## config.mk

```make
export PLATFORM = sky130hd
export DESIGN_NAME = usb_link_monitor
export DESIGN_NICKNAME = d
export VERILOG_FILES = /design/src/rtl/usb_lsm_pkg.sv /design/src/rtl/usb_lsm_hold_timer.sv /design/src/rtl/usb_lsm_fsm.sv /design/src/rtl/usb_lsm_sofref.sv /design/src/rtl/usb_link_monitor.sv
export SDC_FILE = /design/constraint.sdc
export NUM_CORES = 1
export LEC_CHECK = 0
export BUFFER_PORTS_ARGS = -buffer_cell sky130_fd_sc_hd__buf_2
export CAP_MARGIN = 10
export CELL_PAD_IN_SITES_DETAIL_PLACEMENT = 0
export CELL_PAD_IN_SITES_GLOBAL_PLACEMENT = 1
export CORE_ASPECT_RATIO = 2
export CORE_UTILIZATION = 45
export DETAILED_ROUTE_END_ITERATION = 12
export PLACE_DENSITY = 0.83
export SLEW_MARGIN = 20
export SYNTH_ARGS = -nofsm -noshare
export SYNTH_HDL_FRONTEND = slang
export SYNTH_SLANG_ARGS = --single-unit
```

## constraint.sdc

```tcl
create_clock -name clk_i -period 3.3 [get_ports clk_i]
set_clock_uncertainty 0.1 [all_clocks]
set_input_delay 0.495 -clock clk_i [delete_from_list [all_inputs] [get_ports clk_i]]
set_output_delay 0.495 -clock clk_i [all_outputs]
set_load 0.05 [all_outputs]
```

## src/rtl/usb_lsm_pkg.sv

```systemverilog
package usb_lsm_pkg;

  typedef enum logic [2:0] {
    LINK_DISCONNECT   = 3'd0,
    LINK_POWERED      = 3'd1,
    LINK_POWERED_SUSP = 3'd2,
    LINK_ACTIVE       = 3'd3,
    LINK_SUSPEND      = 3'd4
  } link_state_e;

  localparam logic [1:0] LINE_SE0 = 2'd0;
  localparam logic [1:0] LINE_J   = 2'd1;

endpackage

```

## src/rtl/usb_lsm_hold_timer.sv

```systemverilog
// Counts consecutive cycles of a condition; one-cycle hit when LIMIT reached.
module usb_lsm_hold_timer #(
  parameter int LIMIT = 144
) (
  input  logic clk_i,
  input  logic rst_i,
  input  logic cond_i,
  output logic hit_o
);
  localparam int CW = $clog2(LIMIT + 1);
  localparam logic [CW-1:0] LAST = CW'(LIMIT - 1);
  localparam logic [CW-1:0] TOP  = CW'(LIMIT);

  logic [CW-1:0] cnt_q;
  logic          hit_q;

  always_ff @(posedge clk_i) begin
    if (rst_i) begin
      cnt_q <= '0;
      hit_q <= 1'b0;
    end else if (!cond_i) begin
      cnt_q <= '0;
      hit_q <= 1'b0;
    end else begin
      hit_q <= (cnt_q == LAST);
      if (cnt_q != TOP) cnt_q <= cnt_q + 1'b1;
    end
  end

  assign hit_o = hit_q;

  // a hit lasts a single cycle and the count never passes the limit
  p_hit_single_r11: assert property (@(posedge clk_i) disable iff (rst_i)
    hit_q |=> !hit_q);
  p_cnt_bound_r11: assert property (@(posedge clk_i) disable iff (rst_i)
    cnt_q <= TOP);
  p_hit_needs_cond_r11: assert property (@(posedge clk_i) disable iff (rst_i)
    !cond_i |=> !hit_q);

endmodule

```

## src/rtl/usb_lsm_fsm.sv

```systemverilog
module usb_lsm_fsm
  import usb_lsm_pkg::*;
(
  input  logic        clk_i,
  input  logic        rst_i,
  input  logic        connected_i,
  input  logic [1:0]  line_i,
  input  logic        hit_reset_i,
  input  logic        hit_suspend_i,
  output link_state_e state_o,
  output logic        ev_disconnect_o,
  output logic        ev_reset_o,
  output logic        ev_suspend_o,
  output logic        ev_resume_o
);
  link_state_e state_q, state_d;
  logic ev_disc_d, ev_rst_d, ev_susp_d, ev_res_d;
  logic ev_disc_q, ev_rst_q, ev_susp_q, ev_res_q;
  logic line_not_j;

  assign line_not_j = (line_i != LINE_J);

  always_comb begin
    state_d   = state_q;
    ev_disc_d = 1'b0;
    ev_rst_d  = 1'b0;
    ev_susp_d = 1'b0;
    ev_res_d  = 1'b0;
    if (!connected_i) begin
      state_d   = LINK_DISCONNECT;
      ev_disc_d = (state_q != LINK_DISCONNECT);
    end else begin
      unique case (state_q)
        LINK_DISCONNECT: state_d = LINK_POWERED;
        LINK_POWERED: begin
          if (hit_reset_i) begin
            state_d  = LINK_ACTIVE;
            ev_rst_d = 1'b1;
          end else if (hit_suspend_i) begin
            state_d   = LINK_POWERED_SUSP;
            ev_susp_d = 1'b1;
          end
        end
        LINK_POWERED_SUSP: begin
          if (hit_reset_i) begin
            state_d  = LINK_ACTIVE;
            ev_rst_d = 1'b1;
          end else if (line_not_j) begin
            state_d  = LINK_POWERED;
            ev_res_d = 1'b1;
          end
        end
        LINK_ACTIVE: begin
          if (hit_reset_i) begin
            ev_rst_d = 1'b1;
          end else if (hit_suspend_i) begin
            state_d   = LINK_SUSPEND;
            ev_susp_d = 1'b1;
          end
        end
        LINK_SUSPEND: begin
          if (hit_reset_i) begin
            state_d  = LINK_ACTIVE;
            ev_rst_d = 1'b1;
          end else if (line_not_j) begin
            state_d  = LINK_ACTIVE;
            ev_res_d = 1'b1;
          end
        end
        default: state_d = LINK_DISCONNECT;
      endcase
    end
  end

  always_ff @(posedge clk_i) begin
    if (rst_i) begin
      state_q   <= LINK_DISCONNECT;
      ev_disc_q <= 1'b0;
      ev_rst_q  <= 1'b0;
      ev_susp_q <= 1'b0;
      ev_res_q  <= 1'b0;
    end else begin
      state_q   <= state_d;
      ev_disc_q <= ev_disc_d;
      ev_rst_q  <= ev_rst_d;
      ev_susp_q <= ev_susp_d;
      ev_res_q  <= ev_res_d;
    end
  end

  assign state_o         = state_q;
  assign ev_disconnect_o = ev_disc_q;
  assign ev_reset_o      = ev_rst_q;
  assign ev_suspend_o    = ev_susp_q;
  assign ev_resume_o     = ev_res_q;

  p_disc_state_r2: assert property (@(posedge clk_i) disable iff (rst_i)
    !connected_i |=> state_q == LINK_DISCONNECT);
  p_disc_single_r2: assert property (@(posedge clk_i) disable iff (rst_i)
    ev_disc_q |=> !ev_disc_q);
  p_powered_r3: assert property (@(posedge clk_i) disable iff (rst_i)
    (state_q == LINK_DISCONNECT && connected_i) |=> state_q == LINK_POWERED);
  p_reset_active_r4: assert property (@(posedge clk_i) disable iff (rst_i)
    ev_rst_q |-> state_q == LINK_ACTIVE);
  p_susp_target_r5: assert property (@(posedge clk_i) disable iff (rst_i)
    ev_susp_q |-> (state_q == LINK_SUSPEND || state_q == LINK_POWERED_SUSP));
  p_resume_target_r6: assert property (@(posedge clk_i) disable iff (rst_i)
    ev_res_q |-> (state_q == LINK_ACTIVE || state_q == LINK_POWERED));
  p_one_event_r11: assert property (@(posedge clk_i) disable iff (rst_i)
    $onehot0({ev_disc_q, ev_rst_q, ev_susp_q, ev_res_q}));

endmodule

```

## src/rtl/usb_lsm_sofref.sv

```systemverilog
module usb_lsm_sofref #(
  parameter int REFLOST_CYCLES = 72000
) (
  input  logic clk_i,
  input  logic rst_i,
  input  logic sof_i,
  input  logic disable_i,
  output logic pulse_o,
  output logic valid_o
);
  logic gap_hit;
  logic pulse_q, valid_q;

  usb_lsm_hold_timer #(.LIMIT(REFLOST_CYCLES)) u_gap (
    .clk_i  (clk_i),
    .rst_i  (rst_i),
    .cond_i (!sof_i),
    .hit_o  (gap_hit)
  );

  always_ff @(posedge clk_i) begin
    if (rst_i) begin
      pulse_q <= 1'b0;
      valid_q <= 1'b0;
    end else begin
      pulse_q <= sof_i && !disable_i;
      if (disable_i)    valid_q <= 1'b0;
      else if (sof_i)   valid_q <= 1'b1;
      else if (gap_hit) valid_q <= 1'b0;
    end
  end

  assign pulse_o = pulse_q;
  assign valid_o = valid_q;

  p_pulse_r8: assert property (@(posedge clk_i) disable iff (rst_i)
    (sof_i && !disable_i) |=> pulse_q);
  p_valid_rise_r9: assert property (@(posedge clk_i) disable iff (rst_i)
    $rose(valid_q) |-> pulse_q);
  p_disable_r10: assert property (@(posedge clk_i) disable iff (rst_i)
    disable_i |=> (!pulse_q && !valid_q));

endmodule

```

## src/rtl/usb_link_monitor.sv

```systemverilog
module usb_link_monitor
  import usb_lsm_pkg::*;
#(
  parameter int RESET_CYCLES    = 144,
  parameter int SUSPEND_CYCLES  = 144000,
  parameter int HOSTLOST_CYCLES = 196608,
  parameter int REFLOST_CYCLES  = 72000
) (
  input  logic       clk_i,
  input  logic       rst_i,
  input  logic       sense_i,
  input  logic       enable_i,
  input  logic [1:0] line_i,
  input  logic       sof_i,
  input  logic       ref_disable_i,
  output logic [2:0] link_state_o,
  output logic       ev_disconnect_o,
  output logic       ev_reset_o,
  output logic       ev_suspend_o,
  output logic       ev_resume_o,
  output logic       ev_host_lost_o,
  output logic       ref_pulse_o,
  output logic       ref_valid_o
);
  link_state_e state;
  logic        attached;
  logic        hit_se0, hit_idle, hit_lost;
  logic        host_lost_q;

  assign attached = (state != LINK_DISCONNECT);

  usb_lsm_hold_timer #(.LIMIT(RESET_CYCLES)) u_se0 (
    .clk_i  (clk_i),
    .rst_i  (rst_i),
    .cond_i (attached && (line_i == LINE_SE0)),
    .hit_o  (hit_se0)
  );

  usb_lsm_hold_timer #(.LIMIT(SUSPEND_CYCLES)) u_idle (
    .clk_i  (clk_i),
    .rst_i  (rst_i),
    .cond_i (attached && (line_i == LINE_J)),
    .hit_o  (hit_idle)
  );

  usb_lsm_hold_timer #(.LIMIT(HOSTLOST_CYCLES)) u_frame (
    .clk_i  (clk_i),
    .rst_i  (rst_i),
    .cond_i ((state == LINK_ACTIVE) && !sof_i),
    .hit_o  (hit_lost)
  );

  usb_lsm_fsm u_fsm (
    .clk_i           (clk_i),
    .rst_i           (rst_i),
    .connected_i     (sense_i && enable_i),
    .line_i          (line_i),
    .hit_reset_i     (hit_se0),
    .hit_suspend_i   (hit_idle),
    .state_o         (state),
    .ev_disconnect_o (ev_disconnect_o),
    .ev_reset_o      (ev_reset_o),
    .ev_suspend_o    (ev_suspend_o),
    .ev_resume_o     (ev_resume_o)
  );

  usb_lsm_sofref #(.REFLOST_CYCLES(REFLOST_CYCLES)) u_ref (
    .clk_i     (clk_i),
    .rst_i     (rst_i),
    .sof_i     (sof_i),
    .disable_i (ref_disable_i),
    .pulse_o   (ref_pulse_o),
    .valid_o   (ref_valid_o)
  );

  always_ff @(posedge clk_i) begin
    if (rst_i) host_lost_q <= 1'b0;
    else       host_lost_q <= hit_lost;
  end

  assign ev_host_lost_o = host_lost_q;
  assign link_state_o   = state;

  p_host_lost_single_r7: assert property (@(posedge clk_i) disable iff (rst_i)
    host_lost_q |=> !host_lost_q);
  p_host_lost_sof_r7: assert property (@(posedge clk_i) disable iff (rst_i)
    sof_i |=> ##1 !host_lost_q);

endmodule

```

After elaboration in Yosys (flattened, before gate mapping)
Index checks and enable logic that the tools add are counted.
{ "totals": {"output_inout_bits": 10, "register_bits": 75} }
{ "op_classes": {"n_addsub": 4, "n_mux": 14, "reduce_logical": 25, "n_eq_ne": 19, "bitwise_logic": 7} }
{ "ops": {"columns": ["operator", "count"], "rows": [
  ["adder 18 x 1 -> 18 bit (second input constant)", 2],
  ["== test 18 bit (second input constant)", 2],
  ["!= test 18 bit (second input constant)", 2],
  ["two-way mux 3 bit", 8],
  ["OR reduction 2 bit", 9],
  ["adder 17 x 1 -> 17 bit (second input constant)", 1],
  ["== test 17 bit (second input constant)", 1],
  ["!= test 17 bit (second input constant)", 1],
  ["one-hot mux 3 bit (5 select lines)", 1],
  ["OR reduction 4 bit", 3],
  ["adder 8 x 1 -> 8 bit (second input constant)", 1],
  ["== test 8 bit (second input constant)", 1],
  ["!= test 8 bit (second input constant)", 1],
  ["inverter 1 bit", 7],
  ["== test 3 x 2 -> 1 bit (second input constant)", 2],
  ["!= test 3 x 2 -> 1 bit (second input constant)", 2],
  ["logical AND 1 bit", 5],
  ["two-way mux 1 bit", 5],
  ["AND reduction 5 bit", 1],
  ["!= test 2 x 1 -> 1 bit (second input constant)", 2],
  ["== test 3 x 1 -> 1 bit (second input constant)", 1],
  ["== test 3 bit (second input constant)", 1],
  ["zero test 3 bit", 1],
  ["!= test 3 bit (second input constant)", 1],
  ["other kinds (7)", 8]
]} }

Logic depth before layout (Yosys ltp)
Gate-level depths: netlist of the first run.
{ "logic_depth": {"depth_word": 4, "depth_mapped": 6, "ltp_nobuf": 6} }

Cells and area by module
A second synthesis of the first run with hierarchy kept.
{ "unflattened": {"cells_unflattened": 427, "hier_area_um2": 3739.8} }
{ "by_module_without_submodules": {"columns": ["module", "area_per_inst_um2", "cells_per_inst", "instances", "seq_area_each_um2"], "rows": [
  ["usb_lsm_hold_timer at u_frame", 952.2, 112, 1, 380.4],
  ["usb_lsm_hold_timer at u_ref.u_gap", 948.4, 108, 1, 360.3],
  ["usb_lsm_hold_timer at u_idle", 908.4, 105, 1, 380.4],
  ["usb_lsm_hold_timer at u_se0", 425.4, 47, 1, 180.2],
  ["usb_lsm_fsm", 369.1, 41, 1, 140.1],
  ["usb_link_monitor", 68.8, 8, 1, 20.0],
  ["usb_lsm_sofref", 67.6, 6, 1, 40.0]
]} }

Worst setup path after synthesis of the first run
OpenSTA, ideal clock, no wires.
{ "synth_timing": {"path_type": "flip-flop to flip-flop", "start": "register u_fsm.state_q[0] (netlist: u_fsm.state_o[0])", "end": "register u_se0.cnt_q[2]", "setup_ns": 0.064, "setup_slack_ns": 1.354, "path_stages_with_launch": 7, "arrival_ns": 1.782, "period_less_slack_ns": 1.946, "t_required_ns": 3.136, "path_cell_list": "dfxtp_1 -> buf_2 -> nor3_2 -> or4_1 -> clkbuf_1 -> nand2b_1 -> nor2_1"} }
{ "synth_between": {"elab_chain_cells": 4} }
{ "synth_lines": {"columns": ["element", "line", "text"], "rows": [
  ["from (decl)", "usb_lsm_fsm.sv:16", "link_state_e state_q, state_d;"],
  ["from (signal assigned)", "usb_lsm_fsm.sv:83", "state_q <= state_d;"],
  ["nonzero test 3 bit", "usb_link_monitor.sv:30", "assign attached = (state != LINK_DISCONNECT);"],
  ["logical AND 1 bit", "usb_link_monitor.sv:35", ".cond_i (attached && (line_i == LINE_SE0)),"],
  ["inverter 1 bit (no line)", null, null],
  ["OR reduction 2 bit (no line)", null, null],
  ["to (signal assigned)", "usb_lsm_hold_timer.sv:26", "if (cnt_q != TOP) cnt_q <= cnt_q + 1'b1;"],
  ["to (decl)", "usb_lsm_hold_timer.sv:14", "logic [CW-1:0] cnt_q;"]
]} }
No other way between the ends.
A chain may end at the register's enable or synchronous reset.

Worst setup path after layout of the first run
{ "layout_timing": {"start": "input rst_i", "end": "register u_frame.cnt_q[17]"} }
{ "layout_between": {"elab_chain_cells": 1} }
{ "layout_lines": {"columns": ["element", "line", "text"], "rows": [
  ["from (decl)", "usb_link_monitor.sv:10", "input logic rst_i,"],
  ["OR reduction 2 bit (no line)", null, null],
  ["to (signal assigned)", "usb_lsm_hold_timer.sv:26", null],
  ["to (decl)", "usb_lsm_hold_timer.sv:14", null]
]} }
No other way between the ends.

==> flow_summary_export.csv, run 1 <==
group,metric,value,unit
status,status,"complete, no violations",
clock_network,cts_buffers,9,
finish,drive_gt1_share,9.22,%
placement,gp_congestion,0.815,
clock_network,insertion_delay,0.33,ns
sta,fmax,0.522,GHz
sta,period_minus_slack,1.91,ns
logic_synthesis,post-synth-top-count-cell,"dfxtp_1",
die,die_w,64.4,um
worst_setup_path,worst_setup_path_start_kind,"input port",
sta,rsz0062_at_grt,"false",
global_routing,grt_pass1_vias,2870,
hold_path,hold_class,"in2reg",
routing,dr.first_iter.drc_count,133,
logic_synthesis,avgSynthCellArea,8.65,um^2
logic_synthesis,synth_adder_area_share,2.86,%
routing,via_per_inst,5.50,
routing,post_drt_wl_per_cell,14.2,um
worst_setup_path,crit_path_end_kind,"register",
placement,post_dp_cell_area,3630,um^2
placement,numPortBuffers,17,
logic_synthesis,synth-edff-count,0,
logic_synthesis,synthCells,405,
worst_setup_path,slowest_delay,0.53,ns
logic_synthesis,synth_top_family_by_area,"simple AND/OR/NAND/NOR gates",
die,rows,45,
job,maxCapViolations,0,
sta,finalSetupTns,0,ns
clock_network,postCtsHoldBufs,0,
logic_synthesis,ys.flop_type,"dfxtp_1",
worst_setup_path,worst_ep_arrival_time,2.09,ns
worst_setup_path,critPathKind,"in2reg",
sta,fin_crit_sh,58.0,%
logic_synthesis,syn-num-nets,421,
global_routing,grt_first_pass_wirelength,13000,um
die,die_area,8170,um^2
logic_synthesis,yosysTopAreaCellShare,42.8,%
die,io_pins,18,
finish,final_cell_area,3910,um^2
die,start_util,46.5,%
finish,area_delta_synth_final,11.5,%
pwr,ir_drop,0.342,mV
clock_network,post_cts_buffers,0,
global_routing,grt_max_degree,22,
logic_synthesis,synth_compound_area_share,6.85,%
sta,drv_slew,0,
sta,relSlewSlack,55.6,%
sta,hold_viol_final,0,
worst_setup_path,path_cells,"buf_2 > or2_2 > or2_1 > a211oi_1 > a31o_2",
placement,dp_hpwl,5330,um
clock_network,cts.repair.resized,0,
clock_network,cts.clk_slew.worst_paths,0.05,ns
logic_synthesis,ys_types,48,
finish,antenna_cells,0,
clock_network,cts-root-buf,"clkbuf_16",
logic_synthesis,synth_area_leaders,"dfxtp_1, xnor2_1, nor2_1",
routing,via_count,2846,
logic_synthesis,synth-seq-cells,75,
worst_setup_path,critPathRequiredTime,3.48,ns
routing,drc,0,
clock_network,htree_num_levels,3,
pwr,power.leakage,1.24,nW
global_routing,grt_overflow_total,0,
routing,firstDrtPassIters,4,
die,core_area,7540,um^2
clock_network,clock_sinks,75,
finish,nNetsFinal,435,
die,fp.dieH,127,um
worst_setup_path,crit_fanout,21,
logic_synthesis,async_reset_ff_share,0,%
global_routing,grt_usage,20.3,%
logic_synthesis,netlist_top_cells_count,"dfxtp_1, nor2_1, xnor2_1",
sta,max_slew.worst_pin.slew,0.665,ns
logic_synthesis,synth-warning-count,0,
logic_synthesis,synth_largest_area_cell,"dfxtp_1",
routing,drt-total-wl,7330,um
sta,setup_viol,0,
clock_network,cts_tree,"built",
pwr,p_per_area,476,nW/um^2
logic_synthesis,muxShareOfSynthArea,1.43,%
worst_setup_path,slowest_stage,"or2_1",
logic_synthesis,synth_area,3500,um^2
routing,final_antenna_net_count,0,
logic_synthesis,yosysSeqAreaShare,42.8,%
logic_synthesis,synth_xor_area_share,11.0,%
logic_synthesis,synth-simple-area-share,30.3,%
clock_network,cts_buffer_depth,2,
global_routing,antenna_found_initial,0,
## report_power, final
group          switching, W  internal (W)
Clock              0.000348      0.000563
Combinational     0.0000243     0.0000123
Sequential       0.00000455      0.000909
## final timing paths
check | endpoint | slack [ns] | start | depth (start not counted)
hold / removal | u_ref.valid_o$_SDFFE_PP0P_ | 0.26 | ref_disable_i | 2
setup reg to reg | u_frame.cnt_q[16]$_SDFFE_PP0P_ | 1.42 | u_frame.cnt_q[1]$_SDFFE_PP0P_ | 5
hold reg to reg | ev_host_lost_o$_SDFF_PP0_ | 0.37 | u_frame.hit_o$_SDFF_PP0_ | 1
setup / recovery | u_frame.cnt_q[17]$_SDFFE_PP0P_ | 1.39 | rst_i | 5
## sequential cells by signal, indices dropped and copies added (netlist names)
signal and flops:
ev_host_lost_o 1, u_fsm.ev_resume_o 1, u_idle.cnt_q 18, u_frame.hit_o 1, u_frame.cnt_q 18, u_fsm.state_o 3
u_se0.cnt_q 8, u_idle.hit_o 1, u_fsm.ev_disconnect_o 1, u_ref.u_gap.hit_o 1, u_ref.valid_o 1, u_fsm.ev_reset_o 1
u_fsm.ev_suspend_o 1, u_ref.pulse_o 1, u_se0.hit_o 1, u_ref.u_gap.cnt_q 17
## routing by layer
layer	GRT usage (%)	vias to the layer above	part of all wire, %
met3	4.59	13	3.0
met1	21.8	1341	40
met4	8.76	0	2.0
li1	-	1452	-
met2	36.9	40	55
met5	0	-	0
## worst max-delay path: cells and delay by family
kind	cells	cell delay (ns)
AND/OR/NAND/NOR	2	0.99
AO/OA/AOI/OAI	2	0.44
buffers and inverters	1	0.16
## cell families (layout without fill, tap and decap cells)
| logic type | Yosys count | after routing |
|---|---|---|
| buffers and inverters | 37 | 55 |
| adders and majority gates | 8 | 8 |
| DFF | 75 | 75 |
| and+or+nand+nor | 199 | 199 |
| AOI/OAI and AO/OA | 37 | 37 |
| xor gates and xnor gates | 44 | 44 |
| muxes | 5 | 5 |
## final cells by class
| type | instances | area, um^2 |
|---|---|---|
| Multi-Input combinational cell | 293 | 1840 |
| Tap cell | 94 | 118 |
| Sequential cell | 75 | 1500 |
| Clock inverter | 2 | 10.0 |
| Timing Repair Buffer | 17 | 85.1 |
| Fill cell | 765 | 3640 |
| Clock buffer | 13 | 270 |
| Inverter | 23 | 86.3 |
## cell usage in the layout (no fill, tap or decap), drive strengths merged, types with 2 or more instances in the layout
cell type	count
buf	17
ha	8
and3	3
nor2	54
a21oi	11
xnor2	29
mux2i	5
nor4	19
and4	3
xor2	15
o31ai	5
nor2b	2
or2	4
o21a	2
or3	7
nand4	18
o21ai	7
a211oi	2
o2111ai	2
dfxtp	75
nor3	21
nand2	21
nand3	27
and2	3
inv	23
nand2b	3
nor4b	5
nand3b	3
clkbuf	13
or4	3
nor3b	2
clkinv	2
## stage by stage
stage | cells | total power (W) | hold WS [ns] | worst slack, ns | utilization, %
2_1_floorplan | 405 | 0.000959 | 0.314 | 1.35 | -
3_3_place_gp | 502 | 0.000970 | 0.361 | 1.05 | 48.1
6_report | 517 | 0.00186 | 0.258 | 1.39 | 51.8
5_1_grt | 517 | 0.00193 | 0.266 | 1.21 | 51.8
3_5_place_dp | 502 | 0.000971 | 0.364 | 1.04 | 48.1
4_1_cts | 517 | 0.00188 | 0.255 | 1.36 | 51.8
No activity file was read; power rests on OpenSTA's default activity.
==> run 2, diff against run 1 <==
- CORE_UTILIZATION: 45 -> 42
- PLACE_DENSITY: 0.83 -> 0.81
- clock period: 3.3 -> 1.7 ns (I/O delays scaled with it)
==> run 2 against run 1 <==
Net effect:
- via count grew 4.7%
- register-to-register slack lost 1.4 ns
- first-iteration DRC count decreased by 3.0%
- design area up 10%
- critical path depth stayed put
- hold slack got worse by 0.24 ns
- sequential share of layout area down 3.0 points
- core utilization grew 2.0 points
- largest cell class unchanged
- largest power group is now clock
==> flow_summary_export.csv, run 2 (synthesis gave the netlist of run 1 again) <==
group,metric,value,unit
placement,numPortBuffers,17,
finish,area_delta_synth_final,22.8,%
routing,final_antenna_net_count,0,
sta,hold_viol_final,0,
placement,dpl_worst_slack,-0.00998,ns
finish,layout_commonest_cell,"dfxtp_1",
routing,dr.first_iter.drc_count,129,
pwr,power_frac_seq,47.6,%
clock_network,cts-root-buf,"clkbuf_16",
worst_setup_path,crit_path_end_kind,"register",
finish,antenna_cells,0,
sta,relSlewSlack,76.7,%
pwr,p_switching,0.000742,W
placement,post_dp_cell_area,3870,um^2
clock_network,cts.clk_slew.worst_paths,0.06,ns
status,status,"complete, no violations",
worst_setup_path,regToRegSetupSlack,0.04,ns
worst_setup_path,path_cells,"ha_4 > and3_4 > nand4_4 > or4_4 > a21oi_2",
finish,nNetsFinal,468,
pwr,p_per_area,862,nW/um^2
sta,fmax,0.601,GHz
worst_setup_path,crit_fanout,5,
pwr,p_clk_share,50.1,%
die,die_w,66.6,um
finish,stdcell_count,553,
global_routing,grt_max_degree,21,
pwr,comb_power_share,2.3,%
global_routing,grt_usage,19.0,%
worst_setup_path,slowest_delay,0.54,ns
sta,rsz0062_at_grt,"true",
finish,final_cell_area,4300,um^2
job,maxCapViolations,0,
sta,period_minus_slack,1.66,ns
sta,setup_viol,0,
worst_setup_path,worst_setup_path_start_kind,"register",
pwr,intPower,0.00297,W
die,io_pins,18,
placement,dp.cells,533,
clock_network,insertion_delay,0.33,ns
clock_network,cts_tree,"built",
finish,drive_gt1_share,21.2,%
routing,via_per_inst,5.39,
clock_network,htree_num_levels,3,
worst_setup_path,timing.rr.end,"u_frame.cnt_q[16]$_SDFFE_PP0P_",
sta,max_slew.worst_pin.slew,0.346,ns
global_routing,antenna_found_initial,0,
finish,largestRegisters,"u_frame.cnt_q x18, u_idle.cnt_q x18, u_ref.u_gap.cnt_q x17",
routing,drt-total-wl,7650,um
global_routing,grt_first_pass_wirelength,12900,um
routing,drc,0,
finish,fill_cells,776,
pwr,ir_drop,0.658,mV
placement,gp_congestion,0.793,
die,die_area,8740,um^2
die,rows,46,
pwr,power.leakage,1.42,nW
sta,fin_crit_sh,97.9,%
hold_path,hold_start,"enable_i",
placement,dp_hpwl,5550,um
die,start_util,43.8,%
worst_setup_path,critPathKind,"reg2reg",
finish,layout_common_cells,"dfxtp_1, nor2_1, buf_4",
sta,fin_ws,0.0357,ns
hold_path,min_path_cells,2,
worst_setup_path,critPathRequiredTime,1.87,ns
worst_setup_path,slowest_stage,"or4_4",
pwr,p_sw_share,20.0,%
clock_network,cts_buffer_depth,2,
global_routing,grt_overflow_total,0,
clock_network,cts_buffers,9,
worst_setup_path,worst_ep_arrival_time,1.83,ns
routing,via_count,2980,
routing,firstDrtPassIters,6,
hold_path,hold-path-endpoint,"u_fsm.ev_disconnect_o$_SDFF_PP0_",
hold_path,hold_class,"in2reg",
worst_setup_path,r2r_cells,5,
die,core_area,8000,um^2
routing,post_drt_wl_per_cell,13.8,um
sta,drv_slew,0,
worst_setup_path,worstReg2RegStart,"u_frame.cnt_q[1]$_SDFFE_PP0P_",
die,fp.dieH,131,um
global_routing,grt_pass1_vias,2969,
clock_network,clock_sinks,75,
-- run 2: cell types whose count changed in the layout (fill, tap and decap cells not counted), moves of 3 or more --
cell	before	now
buf_4	0	31
dfxtp_1	75	64
dfxtp_2	0	7
nor4_1	18	12
nor4_2	1	7
dfxtp_4	0	4
clkbuf_1	1	4
nand3_1	27	24
nand3_2	0	3
nor4b_1	5	2
nor4b_2	0	3
-- run 2: worst max-delay path by stage --
| stage | startpoint | to | cells after the start | slack, ns |
|---|---|---|---|---|
| global placement | u_frame.cnt_q[1]$_SDFFE_PP0P_ | u_frame.cnt_q[16]$_SDFFE_PP0P_ | 5 | 0.01 |
| detailed placement | u_frame.cnt_q[1]$_SDFFE_PP0P_ | u_frame.cnt_q[16]$_SDFFE_PP0P_ | 5 | -0.01 |
| finish | u_frame.cnt_q[1]$_SDFFE_PP0P_ | u_frame.cnt_q[16]$_SDFFE_PP0P_ | 5 | 0.04 |
| CTS | u_frame.cnt_q[1]$_SDFFE_PP0P_ | u_frame.cnt_q[16]$_SDFFE_PP0P_ | 5 | 0.001 |
| global route | u_idle.cnt_q[2]$_SDFFE_PP0P_ | u_idle.cnt_q[13]$_SDFFE_PP0P_ | 4 | -0.04 |
| floorplan | u_frame.cnt_q[0]$_SDFFE_PP0P_ | u_frame.cnt_q[16]$_SDFFE_PP0P_ | 5 | 0.002 |
-- run 2: what timing repair did --
action / in CTS / in global routing
gates resized for setup: 1 / 25
pin swaps: 0 / 9
cloned: 0 / 0
buffers inserted: 1 / 2
setup endpoints to repair: 1 / 24
hold buffers: 1 / 0
hold endpoints to repair: 2 / 0
-- run 2: power groups by stage --
stage,clock (W),combinational [W],sequential [W]
2_1_floorplan,0,0.0000398,0.00182
3_3_place_gp,0,0.0000827,0.00181
3_5_place_dp,0,0.0000837,0.00181
4_1_cts,0.00190,0.0000857,0.00177
5_1_grt,0.00198,0.0000929,0.00177
6_report,0.00186,0.0000848,0.00177
-- run 2: layout make-up --
| type | count | area [um^2] | area share [%] |
|---|---|---|---|
| Clock buffer | 14 | 254 | 5.90 |
| Inverter | 23 | 86.3 | 2.01 |
| Tap cell | 96 | 120 | 2.79 |
| Clock inverter | 2 | 35.0 | 0.814 |
| Multi-Input combinational cell | 293 | 1930 | 45.0 |
| Sequential cell | 75 | 1530 | 35.4 |
| Timing Repair Buffer | 50 | 348 | 8.08 |
-- run 2: worst max-delay path, delay by kind of cell, from the launching register on --
| family | cells | cell delay, ns |
|---|---|---|
| AO/OA/AOI/OAI | 1 | 0.14 |
| flip-flops | 1 | 0.37 |
| adder cells (fa/ha/maj) | 1 | 0.13 |
| AND/OR/NAND/NOR | 3 | 0.87 |
-- run 2: layer usage --
layer / wire [um] / part of all wire [%] / track usage, %
met5: 0 / 0 / 0
met4: 120 / 1.6 / 8.04
met3: 149 / 1.9 / 4.77
met2: 4320 / 56 / 35.0
met1: 3060 / 40 / 19.1
-- run 2: metrics by stage --
| stage | utilization [%] | power, W | TNS (ns) | hold WS (ns) |
|---|---|---|---|---|
| 2_1_floorplan | - | 0.00186 | 0 | 0.231 |
| 3_3_place_gp | 48.4 | 0.00189 | 0 | 0.331 |
| 3_5_place_dp | 48.4 | 0.00189 | -0.00998 | 0.337 |
| 4_1_cts | 52.3 | 0.00375 | 0 | 0.0108 |
| 5_1_grt | 53.8 | 0.00384 | -0.140 | 0.0249 |
| 6_report | 53.8 | 0.00371 | 0 | 0.0197 |
